--- src/rtl/mob_pkg.sv ---
// Shared kind encoding and classification helpers for the in-order
// memory response buffer. Assumes a 3-bit kind code.
package mob_pkg;

    typedef enum logic [2:0] {
        MK_LOAD     = 3'd0,
        MK_STORE    = 3'd1,
        MK_ATOM     = 3'd2,
        MK_ATOM_RET = 3'd3,
        MK_SYNC     = 3'd4,
        MK_SYNC_EOK = 3'd5
    } mob_kind_e;

    // Kinds charged to the read-side in-flight counter.
    function automatic logic is_rd_class(input mob_kind_e k);
        return (k == MK_LOAD) || (k == MK_ATOM) || (k == MK_ATOM_RET);
    endfunction

    // Kinds charged to the write-side in-flight counter.
    function automatic logic is_wr_class(input mob_kind_e k);
        return (k == MK_STORE);
    endfunction

    // Kinds that occupy an ordering entry.
    function automatic logic needs_slot(input mob_kind_e k);
        return (k != MK_SYNC_EOK);
    endfunction

    // Kinds whose retirement writes the register file.
    function automatic logic needs_regwrite(input mob_kind_e k);
        return (k == MK_LOAD) || (k == MK_ATOM_RET);
    endfunction

endpackage

--- src/rtl/mob_issue_fifo.sv ---
// Issue FIFO: holds requests in arrival order until they launch.
// Assumes the caller pops only when not empty; a push while full is dropped.
module mob_issue_fifo #(
    parameter int DEPTH = 4,
    parameter int W     = 6
) (
    input  logic         clk,
    input  logic         rst_n,
    input  logic         push,
    input  logic [W-1:0] din,
    input  logic         pop,
    output logic [W-1:0] dout,
    output logic         empty,
    output logic         full
);
    localparam int PW = (DEPTH > 1) ? $clog2(DEPTH) : 1;
    localparam int CW = $clog2(DEPTH + 1);

    logic [W-1:0]  store_q [DEPTH];
    logic [PW-1:0] rd_ptr_q, wr_ptr_q;
    logic [CW-1:0] cnt_q;
    logic          do_push, do_pop;

    assign empty   = (cnt_q == '0);
    assign full    = (cnt_q == CW'(DEPTH));
    assign do_push = push && !full;
    assign do_pop  = pop && !empty;
    assign dout    = store_q[rd_ptr_q];

    // Next pointer position with wrap at DEPTH.
    function automatic logic [PW-1:0] bump(input logic [PW-1:0] p);
        return (p == PW'(DEPTH - 1)) ? '0 : p + 1'b1;
    endfunction

    // Payload storage, written at the tail.
    always_ff @(posedge clk) begin
        if (do_push) store_q[wr_ptr_q] <= din;
    end

    // Pointer and occupancy bookkeeping.
    always_ff @(posedge clk) begin
        if (!rst_n) begin
            rd_ptr_q <= '0;
            wr_ptr_q <= '0;
            cnt_q    <= '0;
        end else begin
            if (do_push) wr_ptr_q <= bump(wr_ptr_q);
            if (do_pop)  rd_ptr_q <= bump(rd_ptr_q);
            case ({do_push, do_pop})
                2'b10:   cnt_q <= cnt_q + 1'b1;
                2'b01:   cnt_q <= cnt_q - 1'b1;
                default: cnt_q <= cnt_q;
            endcase
        end
    end
endmodule

--- src/rtl/mob_launch_gate.sv ---
// Launch gate: decides whether the FIFO head may launch this cycle and
// keeps the read-side and write-side in-flight counters. Counters use
// registered values only; a retirement frees a count for the next cycle.
module mob_launch_gate import mob_pkg::*; #(
    parameter int QSIZE     = 4,
    parameter int BUF_DEPTH = 8,
    parameter int LCNT_W    = 3,
    parameter int BCNT_W    = 4
) (
    input  logic              clk,
    input  logic              rst_n,
    input  logic              head_present,
    input  mob_kind_e         head_kind,
    input  logic [BCNT_W-1:0] buf_cnt,
    input  logic              retire_fire,
    input  mob_kind_e         retire_kind,
    output logic              launch_fire,
    output logic [LCNT_W-1:0] ld_cnt,
    output logic [LCNT_W-1:0] st_cnt
);
    logic ld_block, st_block, buf_block;
    logic ld_inc, ld_dec, st_inc, st_dec;

    // Hold conditions for the current head.
    always_comb begin
        ld_block  = is_rd_class(head_kind) && (ld_cnt >= LCNT_W'(QSIZE));
        st_block  = is_wr_class(head_kind) && (st_cnt >= LCNT_W'(QSIZE));
        buf_block = needs_slot(head_kind) && (buf_cnt >= BCNT_W'(BUF_DEPTH));
        launch_fire = head_present && !ld_block && !st_block && !buf_block;
    end

    assign ld_inc = launch_fire && is_rd_class(head_kind);
    assign st_inc = launch_fire && is_wr_class(head_kind);
    assign ld_dec = retire_fire && is_rd_class(retire_kind);
    assign st_dec = retire_fire && is_wr_class(retire_kind);

    // In-flight counters, each moved up on launch and down on retirement.
    always_ff @(posedge clk) begin
        if (!rst_n) begin
            ld_cnt <= '0;
            st_cnt <= '0;
        end else begin
            case ({ld_inc, ld_dec})
                2'b10:   ld_cnt <= ld_cnt + 1'b1;
                2'b01:   ld_cnt <= ld_cnt - 1'b1;
                default: ld_cnt <= ld_cnt;
            endcase
            case ({st_inc, st_dec})
                2'b10:   st_cnt <= st_cnt + 1'b1;
                2'b01:   st_cnt <= st_cnt - 1'b1;
                default: st_cnt <= st_cnt;
            endcase
        end
    end
endmodule

--- src/rtl/mob_order_ring.sv ---
// Ordering ring: one entry per launched request, held in sequence order.
// Assumes DEPTH is a power of two and SEQ_W exceeds log2(DEPTH), so the
// low bits of a sequence number name its slot directly.
module mob_order_ring import mob_pkg::*; #(
    parameter int DEPTH  = 8,
    parameter int SEQ_W  = 8,
    parameter int BUSY_W = 3,
    parameter int CNT_W  = 4
) (
    input  logic              clk,
    input  logic              rst_n,
    input  logic              alloc,
    input  mob_kind_e         alloc_kind,
    input  logic [BUSY_W-1:0] alloc_busy,
    input  logic              rsp_valid,
    input  logic [SEQ_W-1:0]  rsp_seq,
    output logic              rsp_err,
    input  logic              retire,
    output logic [CNT_W-1:0]  count,
    output logic [SEQ_W-1:0]  tail_seq,
    output logic              head_done,
    output logic [SEQ_W-1:0]  head_seq,
    output mob_kind_e         head_kind,
    output logic [BUSY_W-1:0] head_busy
);
    localparam int PTR_W = $clog2(DEPTH);

    logic [SEQ_W-1:0]  head_seq_q;
    logic [CNT_W-1:0]  cnt_q;
    logic [DEPTH-1:0]  done_q;
    mob_kind_e         kind_q [DEPTH];
    logic [BUSY_W-1:0] busy_q [DEPTH];

    logic [PTR_W-1:0] head_ptr, tail_ptr, rsp_slot;
    logic [SEQ_W-1:0] rsp_off;
    logic             alloc_ok, rsp_hit, do_retire;

    // Slot decode and response matching against the live window.
    always_comb begin
        tail_seq  = head_seq_q + SEQ_W'(cnt_q);
        head_ptr  = head_seq_q[PTR_W-1:0];
        tail_ptr  = tail_seq[PTR_W-1:0];
        rsp_slot  = rsp_seq[PTR_W-1:0];
        rsp_off   = rsp_seq - head_seq_q;
        rsp_hit   = rsp_valid && (rsp_off < SEQ_W'(cnt_q)) && !done_q[rsp_slot];
        rsp_err   = rsp_valid && !rsp_hit;
        alloc_ok  = alloc && (cnt_q < CNT_W'(DEPTH));
        head_done = (cnt_q != '0) && done_q[head_ptr];
        do_retire = retire && head_done;
    end

    assign count     = cnt_q;
    assign head_seq  = head_seq_q;
    assign head_kind = kind_q[head_ptr];
    assign head_busy = busy_q[head_ptr];

    // Head sequence number and occupancy.
    always_ff @(posedge clk) begin
        if (!rst_n) begin
            head_seq_q <= '0;
            cnt_q      <= '0;
        end else begin
            if (do_retire) head_seq_q <= head_seq_q + 1'b1;
            case ({alloc_ok, do_retire})
                2'b10:   cnt_q <= cnt_q + 1'b1;
                2'b01:   cnt_q <= cnt_q - 1'b1;
                default: cnt_q <= cnt_q;
            endcase
        end
    end

    for (genvar i = 0; i < DEPTH; i++) begin : g_slot
        // Per-slot state: cleared on allocation, marked on a matching response.
        always_ff @(posedge clk) begin
            if (!rst_n) begin
                done_q[i] <= 1'b0;
                kind_q[i] <= MK_LOAD;
                busy_q[i] <= '0;
            end else if (alloc_ok && (tail_ptr == PTR_W'(i))) begin
                done_q[i] <= 1'b0;
                kind_q[i] <= alloc_kind;
                busy_q[i] <= alloc_busy;
            end else if (rsp_hit && (rsp_slot == PTR_W'(i))) begin
                done_q[i] <= 1'b1;
            end
        end
    end
endmodule

--- src/rtl/mob_ret_timer.sv ---
// Return-bus occupancy timer: loaded with a busy count on retirement,
// counts down to zero; the bus is free only at zero.
module mob_ret_timer #(
    parameter int BUSY_W = 3
) (
    input  logic              clk,
    input  logic              rst_n,
    input  logic              load,
    input  logic [BUSY_W-1:0] load_val,
    output logic              bus_free
);
    logic [BUSY_W-1:0] left_q;

    assign bus_free = (left_q == '0);

    // Reload on retirement, otherwise count down.
    always_ff @(posedge clk) begin
        if (!rst_n)             left_q <= '0;
        else if (load)          left_q <= load_val;
        else if (left_q != '0)  left_q <= left_q - 1'b1;
    end
endmodule

--- src/rtl/mem_order_buf.sv ---
// In-order memory response buffer top. Requests queue in an issue FIFO,
// launch under per-class in-flight caps, take an ordering entry, complete
// out of order and retire strictly oldest-first. Assumes QSIZE is a power
// of two and SEQ_W > log2(2*QSIZE).
module mem_order_buf import mob_pkg::*; #(
    parameter int QSIZE      = 4,
    parameter int FIFO_DEPTH = 4,
    parameter int SEQ_W      = 8,
    parameter int BUSY_W     = 3
) (
    input  logic              clk,
    input  logic              rst_n,
    input  logic              req_valid,
    input  logic [2:0]        req_kind,
    input  logic [BUSY_W-1:0] req_busy,
    output logic              req_ready,
    output logic              launch_valid,
    output logic [2:0]        launch_kind,
    output logic [SEQ_W-1:0]  launch_seq,
    input  logic              rsp_valid,
    input  logic [SEQ_W-1:0]  rsp_seq,
    output logic              rsp_err,
    input  logic              lat_ready,
    input  logic              vrf_ok,
    output logic              head_valid,
    output logic [SEQ_W-1:0]  head_seq,
    output logic              retire_valid,
    output logic [SEQ_W-1:0]  retire_seq,
    output logic [2:0]        retire_kind
);
    localparam int BUF_DEPTH = 2 * QSIZE;
    localparam int BCNT_W    = $clog2(BUF_DEPTH + 1);
    localparam int LCNT_W    = $clog2(QSIZE + 1);
    localparam int FW        = 3 + BUSY_W;

    logic [FW-1:0]     fifo_dout;
    logic              fifo_empty, fifo_full;
    mob_kind_e         fk;
    logic [BUSY_W-1:0] fbusy;
    logic              launch_fire;
    logic [LCNT_W-1:0] ld_cnt, st_cnt;
    logic [BCNT_W-1:0] buf_cnt;
    logic [SEQ_W-1:0]  tail_seq;
    logic              head_done, bus_free;
    mob_kind_e         ring_kind;
    logic [BUSY_W-1:0] retire_busy;

    assign fk    = mob_kind_e'(fifo_dout[FW-1 -: 3]);
    assign fbusy = fifo_dout[BUSY_W-1:0];

    mob_issue_fifo #(.DEPTH(FIFO_DEPTH), .W(FW)) u_fifo (
        .clk   (clk),
        .rst_n (rst_n),
        .push  (req_valid),
        .din   ({req_kind, req_busy}),
        .pop   (launch_fire),
        .dout  (fifo_dout),
        .empty (fifo_empty),
        .full  (fifo_full)
    );

    mob_launch_gate #(.QSIZE(QSIZE), .BUF_DEPTH(BUF_DEPTH),
                      .LCNT_W(LCNT_W), .BCNT_W(BCNT_W)) u_gate (
        .clk          (clk),
        .rst_n        (rst_n),
        .head_present (!fifo_empty),
        .head_kind    (fk),
        .buf_cnt      (buf_cnt),
        .retire_fire  (retire_valid),
        .retire_kind  (ring_kind),
        .launch_fire  (launch_fire),
        .ld_cnt       (ld_cnt),
        .st_cnt       (st_cnt)
    );

    mob_order_ring #(.DEPTH(BUF_DEPTH), .SEQ_W(SEQ_W),
                     .BUSY_W(BUSY_W), .CNT_W(BCNT_W)) u_ring (
        .clk        (clk),
        .rst_n      (rst_n),
        .alloc      (launch_fire && needs_slot(fk)),
        .alloc_kind (fk),
        .alloc_busy (fbusy),
        .rsp_valid  (rsp_valid),
        .rsp_seq    (rsp_seq),
        .rsp_err    (rsp_err),
        .retire     (retire_valid),
        .count      (buf_cnt),
        .tail_seq   (tail_seq),
        .head_done  (head_done),
        .head_seq   (head_seq),
        .head_kind  (ring_kind),
        .head_busy  (retire_busy)
    );

    mob_ret_timer #(.BUSY_W(BUSY_W)) u_timer (
        .clk      (clk),
        .rst_n    (rst_n),
        .load     (retire_valid),
        .load_val (retire_busy),
        .bus_free (bus_free)
    );

    // Port-level view of launch and retirement decisions.
    always_comb begin
        req_ready    = !fifo_full;
        launch_valid = launch_fire;
        launch_kind  = fk;
        launch_seq   = tail_seq;
        head_valid   = head_done;
        retire_valid = head_done && lat_ready && bus_free &&
                       (!needs_regwrite(ring_kind) || vrf_ok);
        retire_seq   = head_seq;
        retire_kind  = ring_kind;
    end
endmodule

--- config.mk ---
export PLATFORM = sky130hd
export DESIGN_NAME = mem_order_buf
export DESIGN_NICKNAME = d
export VERILOG_FILES = /design/src/rtl/mob_pkg.sv /design/src/rtl/mob_issue_fifo.sv /design/src/rtl/mob_launch_gate.sv /design/src/rtl/mob_order_ring.sv /design/src/rtl/mob_ret_timer.sv /design/src/rtl/mem_order_buf.sv
export SDC_FILE = /design/constraint.sdc
export NUM_CORES = 1
export LEC_CHECK = 0
export BUFFER_PORTS_ARGS = -buffer_cell sky130_fd_sc_hd__buf_2
export CAP_MARGIN = 20
export CELL_PAD_IN_SITES_DETAIL_PLACEMENT = 0
export CELL_PAD_IN_SITES_GLOBAL_PLACEMENT = 2
export CORE_UTILIZATION = 43
export DETAILED_ROUTE_END_ITERATION = 16
export PLACE_DENSITY = 0.92
export SKIP_CTS_REPAIR_TIMING = 1
export SYNTH_ARGS = -nofsm -noshare
export SYNTH_HDL_FRONTEND = slang
export SYNTH_SLANG_ARGS = --single-unit
export TNS_END_PERCENT = 30
--- constraint.sdc ---
create_clock -name clk -period 8.6 [get_ports clk]
set_input_delay 0.43 -clock clk [delete_from_list [all_inputs] [get_ports clk]]
set_output_delay 0.43 -clock clk [all_outputs]
set_load 0.005 [all_outputs]
==> flow_summary.json, run 1 <==
{
  "status": "finished clean",
  "grt_max_degree": 47,
  "power_density_nw_per_um2": 266.7,
  "clock_latency_ns": 0.42,
  "grt_pass1_wl_mm": 21.67,
  "h-tree-depth": 4,
  "synth_area_leaders": "edfxtp_1, dfxtp_1, mux4_2",
  "crit_type": "reg2out",
  "yosysTopAreaCellShare": 0.3559,
  "hold_start": "req_kind[1]",
  "finalNetCount": 629,
  "max_freq_mhz": 235.4,
  "cp.arrival_ns": 3.82,
  "required_ns": 8.17,
  "startpoint": "u_ring.head_seq[1]",
  "cp_max_fo": 10,
  "antenna_found_initial": 0,
  "ys_ff_latch": 113,
  "drc_errors": 0,
  "setup_slack_ns": 4.351,
  "setup_tns_ns": 0,
  "hp-class": "in2reg",
  "power_uw": 1874,
  "drt_iter0_markers": 331,
  "setup_viol": 0,
  "n_antenna_cell": 0,
  "fin_crit_ns": 4.249,
  "post-synth-top-count-cell": "edfxtp_1",
  "clk_pin_slew_worst_paths_ns": 0.06,
  "synth_fp_nets": 582,
  "hold_violations": 0,
  "seq_area_frac_synth": 0.4910,
  "ios": 55,
  "grt_usage": 0.2021,
  "area_growth_pct": 15.63,
  "die_w_um": 120.9,
  "root_buffer": "clkbuf_16",
  "async_reset_ff_frac": 0,
  "initial_core_util": 0.4393,
  "end_kind": "output port",
  "dieArea_sq_um": 14610,
  "ant_nets": 0,
  "leakage_uw": 0.002652,
  "synthTopCellsByCount": "edfxtp_1, nor2_1, dfxtp_1",
  "synth-edff-count": 72,
  "grt_pass1_vias": 4091,
  "rows": 43,
  "tightest_slew_ns": 0.9506,
  "r2r_slack_ns": 4.89,
  "yosys_most_used_dff": "edfxtp_1",
  "postSynthCellCount": 529,
  "clock-sinks": 113,
  "drt-total-wl_mm": 13.39,
  "post-place-ws_ns": 4.827,
  "rsz0062_at_grt": "false",
  "gp_congestion": 0.8612,
  "hpwl_mm": 9.696,
  "synth_area_per_cell_sq_um": 11.48,
  "drive_gt1_frac": 0.2292,
  "crit_path_start_kind": "flip-flop",
  "syn_area_sq_um": 6075,
  "yosysWarnings": 0,
  "coreArea_sq_um": 13830,
  "cts_buffer_depth": 2,
  "fin_util": 0.5080,
  "grt_overflow": 0,
  "synth_top_area_cell": "edfxtp_1",
  "period_share": 0.4940,
  "setup.worst_path.end": "rsp_err",
  "vias": 4168,
  "cts_made_buffers": 17,
  "dieHeight_um": 120.9,
  "ys_types": 66,
  "slew_headroom": 0.3625,
  "r2r_end": "u_gate.ld_cnt[2]",
  "wl_per_cell_um": 17.41,
  "tritoncts": "done",
  "drt_pre_antenna_iters": 5,
  "r2r_cells": 11,
  "drv_cap": 0,
  "via_per_inst": 5.420,
  "fin_skew_ns": 0.006993,
  "numPortBuffers": 54,
  "peakVddDrop_uv": 175.8,
  "slew_viol_final": 0
}
final cells by class:
| class | instances | area [sq um] |
|---|---|---|
| clock buffer | 17 | 425.4 |
| clock inverter | 15 | 181.4 |
| fill | 1199 | 6803 |
| inverter | 35 | 131.4 |
| multi-input combinational | 353 | 2793 |
| sequential | 113 | 2983 |
| tap | 180 | 225.2 |
| timing repair buffer | 56 | 285.3 |
power by group:
group / internal (uW) / total [uW] / switching [uW] / leakage, uW
registers: 649 / 692 / 43.4 / 0.00105
logic: 186 / 465 / 279 / 0.00132
clock network: 457 / 717 / 259 / 0.000284
total: 1290 / 1870 / 582 / 0.00265
placed cells by master (no fill, tap or decap), types with 4 or more instances in the layout:
cell type	n
edfxtp_1	72
nor2_1	68
buf_2	54
dfxtp_1	41
inv_1	32
nand2_1	31
ha_1	28
mux4_2	19
clkbuf_16	17
xnor2_1	15
a21oi_1	15
and2_1	15
o21ai_0	12
nor2b_1	10
nand3_1	10
or3_1	8
xor2_1	8
mux2_2	7
mux2i_1	7
and3_1	7
a41oi_1	7
o31ai_2	6
nor3_1	6
nand4_1	5
a21o_1	5
a21boi_0	5
fa_1	5
nand2b_1	4
inv_6	4
clkinvlp_4	4
worst min path at each step:
stage / cells past startpoint / to / slack (ns)
2_1_floorplan: 2 / u_ring.done_q[1] / 0.43
5_1_grt: 1 / u_fifo.store_q[1][0] / 0.22
4_1_cts: 1 / u_fifo.store_q[2][0] / 0.21
6_report: 1 / u_fifo.store_q[0][4] / 0.23
3_5_place_dp: 2 / u_ring.done_q[1] / 0.48
3_3_place_gp: 2 / u_ring.done_q[1] / 0.47
flip-flops by register name, indices dropped and copies added (netlist names), named ones only:
| register | cells |
|---|---|
| u_fifo.cnt_q | 3 |
| u_fifo.rd_ptr_q | 2 |
| u_fifo.store_q | 24 |
| u_fifo.wr_ptr_q | 2 |
| u_gate.ld_cnt | 3 |
| u_gate.st_cnt | 3 |
| u_ring.busy_q | 24 |
| u_ring.count | 4 |
| u_ring.done_q | 8 |
| u_ring.head_seq | 8 |
| u_ring.kind_q | 24 |
| u_timer.left_q | 3 |
critical path, stage by stage, from the launching register on:
cell and delay [ns]:
dfxtp_1 0.56, inv_1 0.15, ha_1 0.29, nor2b_1 0.14, or2_2 0.28, a21oi_1 0.18
xnor2_1 0.09, ha_1 0.19, nand3b_1 0.15, a221oi_1 0.25, a32oi_1 0.11, nor4_2 0.70
a31oi_1 0.15, buf_2 0.17
logic make-up (layout without fill, tap and decap cells):
| logic type | Yosys count | after routing | share of synthesized area |
|---|---|---|---|
| AO/OA/AOI/OAI | 80 | 80 | 0.1005 |
| XOR/XNOR | 23 | 23 | 0.03316 |
| adder cells (fa/ha/maj) | 33 | 33 | 0.07415 |
| buffers and inverters | 63 | 123 | 0.04923 |
| flip-flops | 113 | 113 | 0.4910 |
| multiplexers | 36 | 36 | 0.1038 |
| AND/OR/NAND/NOR | 181 | 181 | 0.1481 |
layer usage:
| layer | share of wire | vias up | global-route usage |
|---|---|---|---|
| met5 | 0 | - | 0 |
| met4 | 0.017 | 0 | 0.07948 |
| met3 | 0.043 | 18 | 0.04417 |
| met2 | 0.47 | 113 | 0.3136 |
| met1 | 0.47 | 2023 | 0.2752 |
| li1 | - | 2014 | - |
per-stage QoR:
| step | hold slack, ns | cells | area [sq um] |
|---|---|---|---|
| finish | 0.2286 | 769 | 7024 |
| global route | 0.2202 | 769 | 7024 |
| global placement | 0.4675 | 737 | 6417 |
| detailed placement | 0.4774 | 737 | 6417 |
| floorplan | 0.4314 | 529 | 6075 |
| CTS | 0.2113 | 769 | 7024 |
No activity file was read; power rests on OpenSTA's default activity.
==> run 2, diff against run 1 <==
--- a/config.mk
+++ b/config.mk
@@ -9,9 +9,9 @@
 export CAP_MARGIN = 20
 export CELL_PAD_IN_SITES_DETAIL_PLACEMENT = 0
 export CELL_PAD_IN_SITES_GLOBAL_PLACEMENT = 2
-export CORE_UTILIZATION = 43
+export CORE_UTILIZATION = 36
 export DETAILED_ROUTE_END_ITERATION = 16
-export PLACE_DENSITY = 0.92
+export PLACE_DENSITY = 0.83
 export SKIP_CTS_REPAIR_TIMING = 1
 export SYNTH_ARGS = -nofsm -noshare
 export SYNTH_HDL_FRONTEND = slang
==> constraint.sdc (replaced) <==
create_clock -name clk -period 3.55 [get_ports clk]
set_input_delay 0.1775 -clock clk [delete_from_list [all_inputs] [get_ports clk]]
set_output_delay 0.1775 -clock clk [all_outputs]
set_load 0.005 [all_outputs]
==> flow_summary.json, run 2 (synthesis results as in run 1) <==
{
  "seq_area_sq_um": 2987,
  "ant_nets": 0,
  "leakage_uw": 0.002779,
  "drv_cap": 0,
  "peakVddDrop_uv": 480.0,
  "rows": 47,
  "rsz0062_at_grt": "false",
  "drt_iter0_markers": 308,
  "cts_made_buffers": 17,
  "wl_per_cell_um": 16.84,
  "coreArea_sq_um": 16520,
  "dieArea_sq_um": 17400,
  "vias": 4233,
  "max_freq_mhz": 299.3,
  "tritoncts": "done",
  "clock-sinks": 113,
  "hold_slack_ns": 0.2214,
  "n_antenna_cell": 0,
  "r2r_cells": 11,
  "drive_gt1_frac": 0.2532,
  "h-tree-depth": 4,
  "cp_max_fo": 7,
  "r2r-start": "u_timer.left_q[0]",
  "crit_path_max_incr_delay_ns": 0.40,
  "period_share": 0.9412,
  "min_path_cells": 2,
  "grt_pass1_wl_mm": 22.46,
  "cp.arrival_ns": 3.16,
  "setup_viol": 0,
  "slew_headroom": 0.4360,
  "initial_core_util": 0.3676,
  "dieHeight_um": 131.9,
  "finalNetCount": 656,
  "sequentialPowerShare": 0.368,
  "root_buffer": "clkbuf_16",
  "crit_path_start_kind": "flip-flop",
  "power_frac_clock": 0.367,
  "die_w_um": 131.9,
  "ios": 55,
  "worstPathCellList": "buf_4 > ha_1 > inv_1 > fa_1 > xor2_1 > ha_1 > o21a_1 > o31ai_1 > o221ai_1 > nor4_2 > buf_4 > a31oi_1 > buf_2",
  "fillers": 1549,
  "fin_util": 0.4398,
  "multi_input_area_sq_um": 2793,
  "power_density_nw_per_um2": 619.8,
  "mostFrequentLayoutCells": "edfxtp_1, nor2_1, buf_2, dfxtp_1, inv_1",
  "hpwl_mm": 10.55,
  "sw_frac_of_total": 0.3102,
  "clock_latency_ns": 0.42,
  "hold_violations": 0,
  "power.internal_uw": 3107,
  "grt_max_degree": 32,
  "cts_buffer_depth": 2,
  "comb_power_share": 0.265,
  "status": "finished clean",
  "slew_viol_final": 0,
  "tightest_slew_ns": 0.8410,
  "startpoint": "u_ring.head_seq[0]",
  "area_growth_pct": 19.65,
  "drc_errors": 0,
  "hp-class": "in2reg",
  "clk_pin_slew_worst_paths_ns": 0.05,
  "drt-total-wl_mm": 14.08,
  "grt_overflow": 0,
  "grt_usage": 0.1703,
  "required_ns": 3.37,
  "antenna_found_initial": 0,
  "via_per_inst": 5.063,
  "hold_start": "rst_n",
  "drt_pre_antenna_iters": 4,
  "fin_skew_ns": 0.009502,
  "fin_crit_ns": 3.341,
  "gp_congestion": 0.8234,
  "crit_type": "reg2out",
  "top_regs": "u_fifo.store_q x24, u_ring.busy_q x24, u_ring.kind_q x24",
  "critPathSlowestCell": "fa_1",
  "switchingPower_uw": 1397,
  "final_common_cell": "edfxtp_1",
  "grt_pass1_vias": 4144,
  "end_kind": "output port",
  "numPortBuffers": 54
}
==> run 2: layer usage <==
layer,up-vias,share of wire,global-route usage
li1,2075,-,-
met3,11,0.050,0.03768
met4,0,0.010,0.06977
met5,-,0,0
met1,2051,0.44,0.2186
met2,96,0.50,0.2784
==> run 2: power groups by stage <==
| stage | logic (uW) | clock network [uW] | registers, uW |
|---|---|---|---|
| after floorplan | 873 | 0 | 1650 |
| after global placement | 1170 | 0 | 1680 |
| after detailed placement | 1200 | 0 | 1690 |
| after CTS | 1200 | 1690 | 1660 |
| after global routing | 1330 | 1760 | 1680 |
| final | 1190 | 1650 | 1660 |
==> run 2: final cells by class <==
class	count	share of cell area
flip-flops and latches	113	0.4109
multi-input cells	353	0.3842
repair buffers	83	0.06920
clock buffers	19	0.06094
well taps	220	0.03787
clock inverters	13	0.01876
inverters	35	0.01808
==> run 2: worst paths after layout <==
path,slack (ns),to
worst max-delay path,0.21,rsp_err
worst min-delay path,0.22,u_gate.st_cnt[2]
worst max register to register,0.27,u_gate.st_cnt[2]
worst min register to register,0.47,u_ring.done_q[1]
==> run 2: through the flow <==
| step | setup TNS, ns | instances | power, uW | setup slack [ns] | area, sq um |
|---|---|---|---|---|---|
| after floorplan | 0 | 529 | 2522 | 0.3704 | 6075 |
| after global placement | 0 | 796 | 2843 | 0.3876 | 6610 |
| after detailed placement | 0 | 796 | 2884 | 0.2384 | 6610 |
| after CTS | -0.07103 | 828 | 4556 | -0.07103 | 7189 |
| after global routing | 0 | 836 | 4767 | 0.001224 | 7268 |
| final | 0 | 836 | 4505 | 0.2087 | 7268 |
==> run 2: worst max-delay path, delay by kind of cell (launching register included) <==
family	cells	cell delay [ns]
fa+ha+maj	3	0.85
buf+inv	4	0.55
xor+xnor	1	0.18
compound gates	4	0.50
flops	1	0.38
simple gates	1	0.28
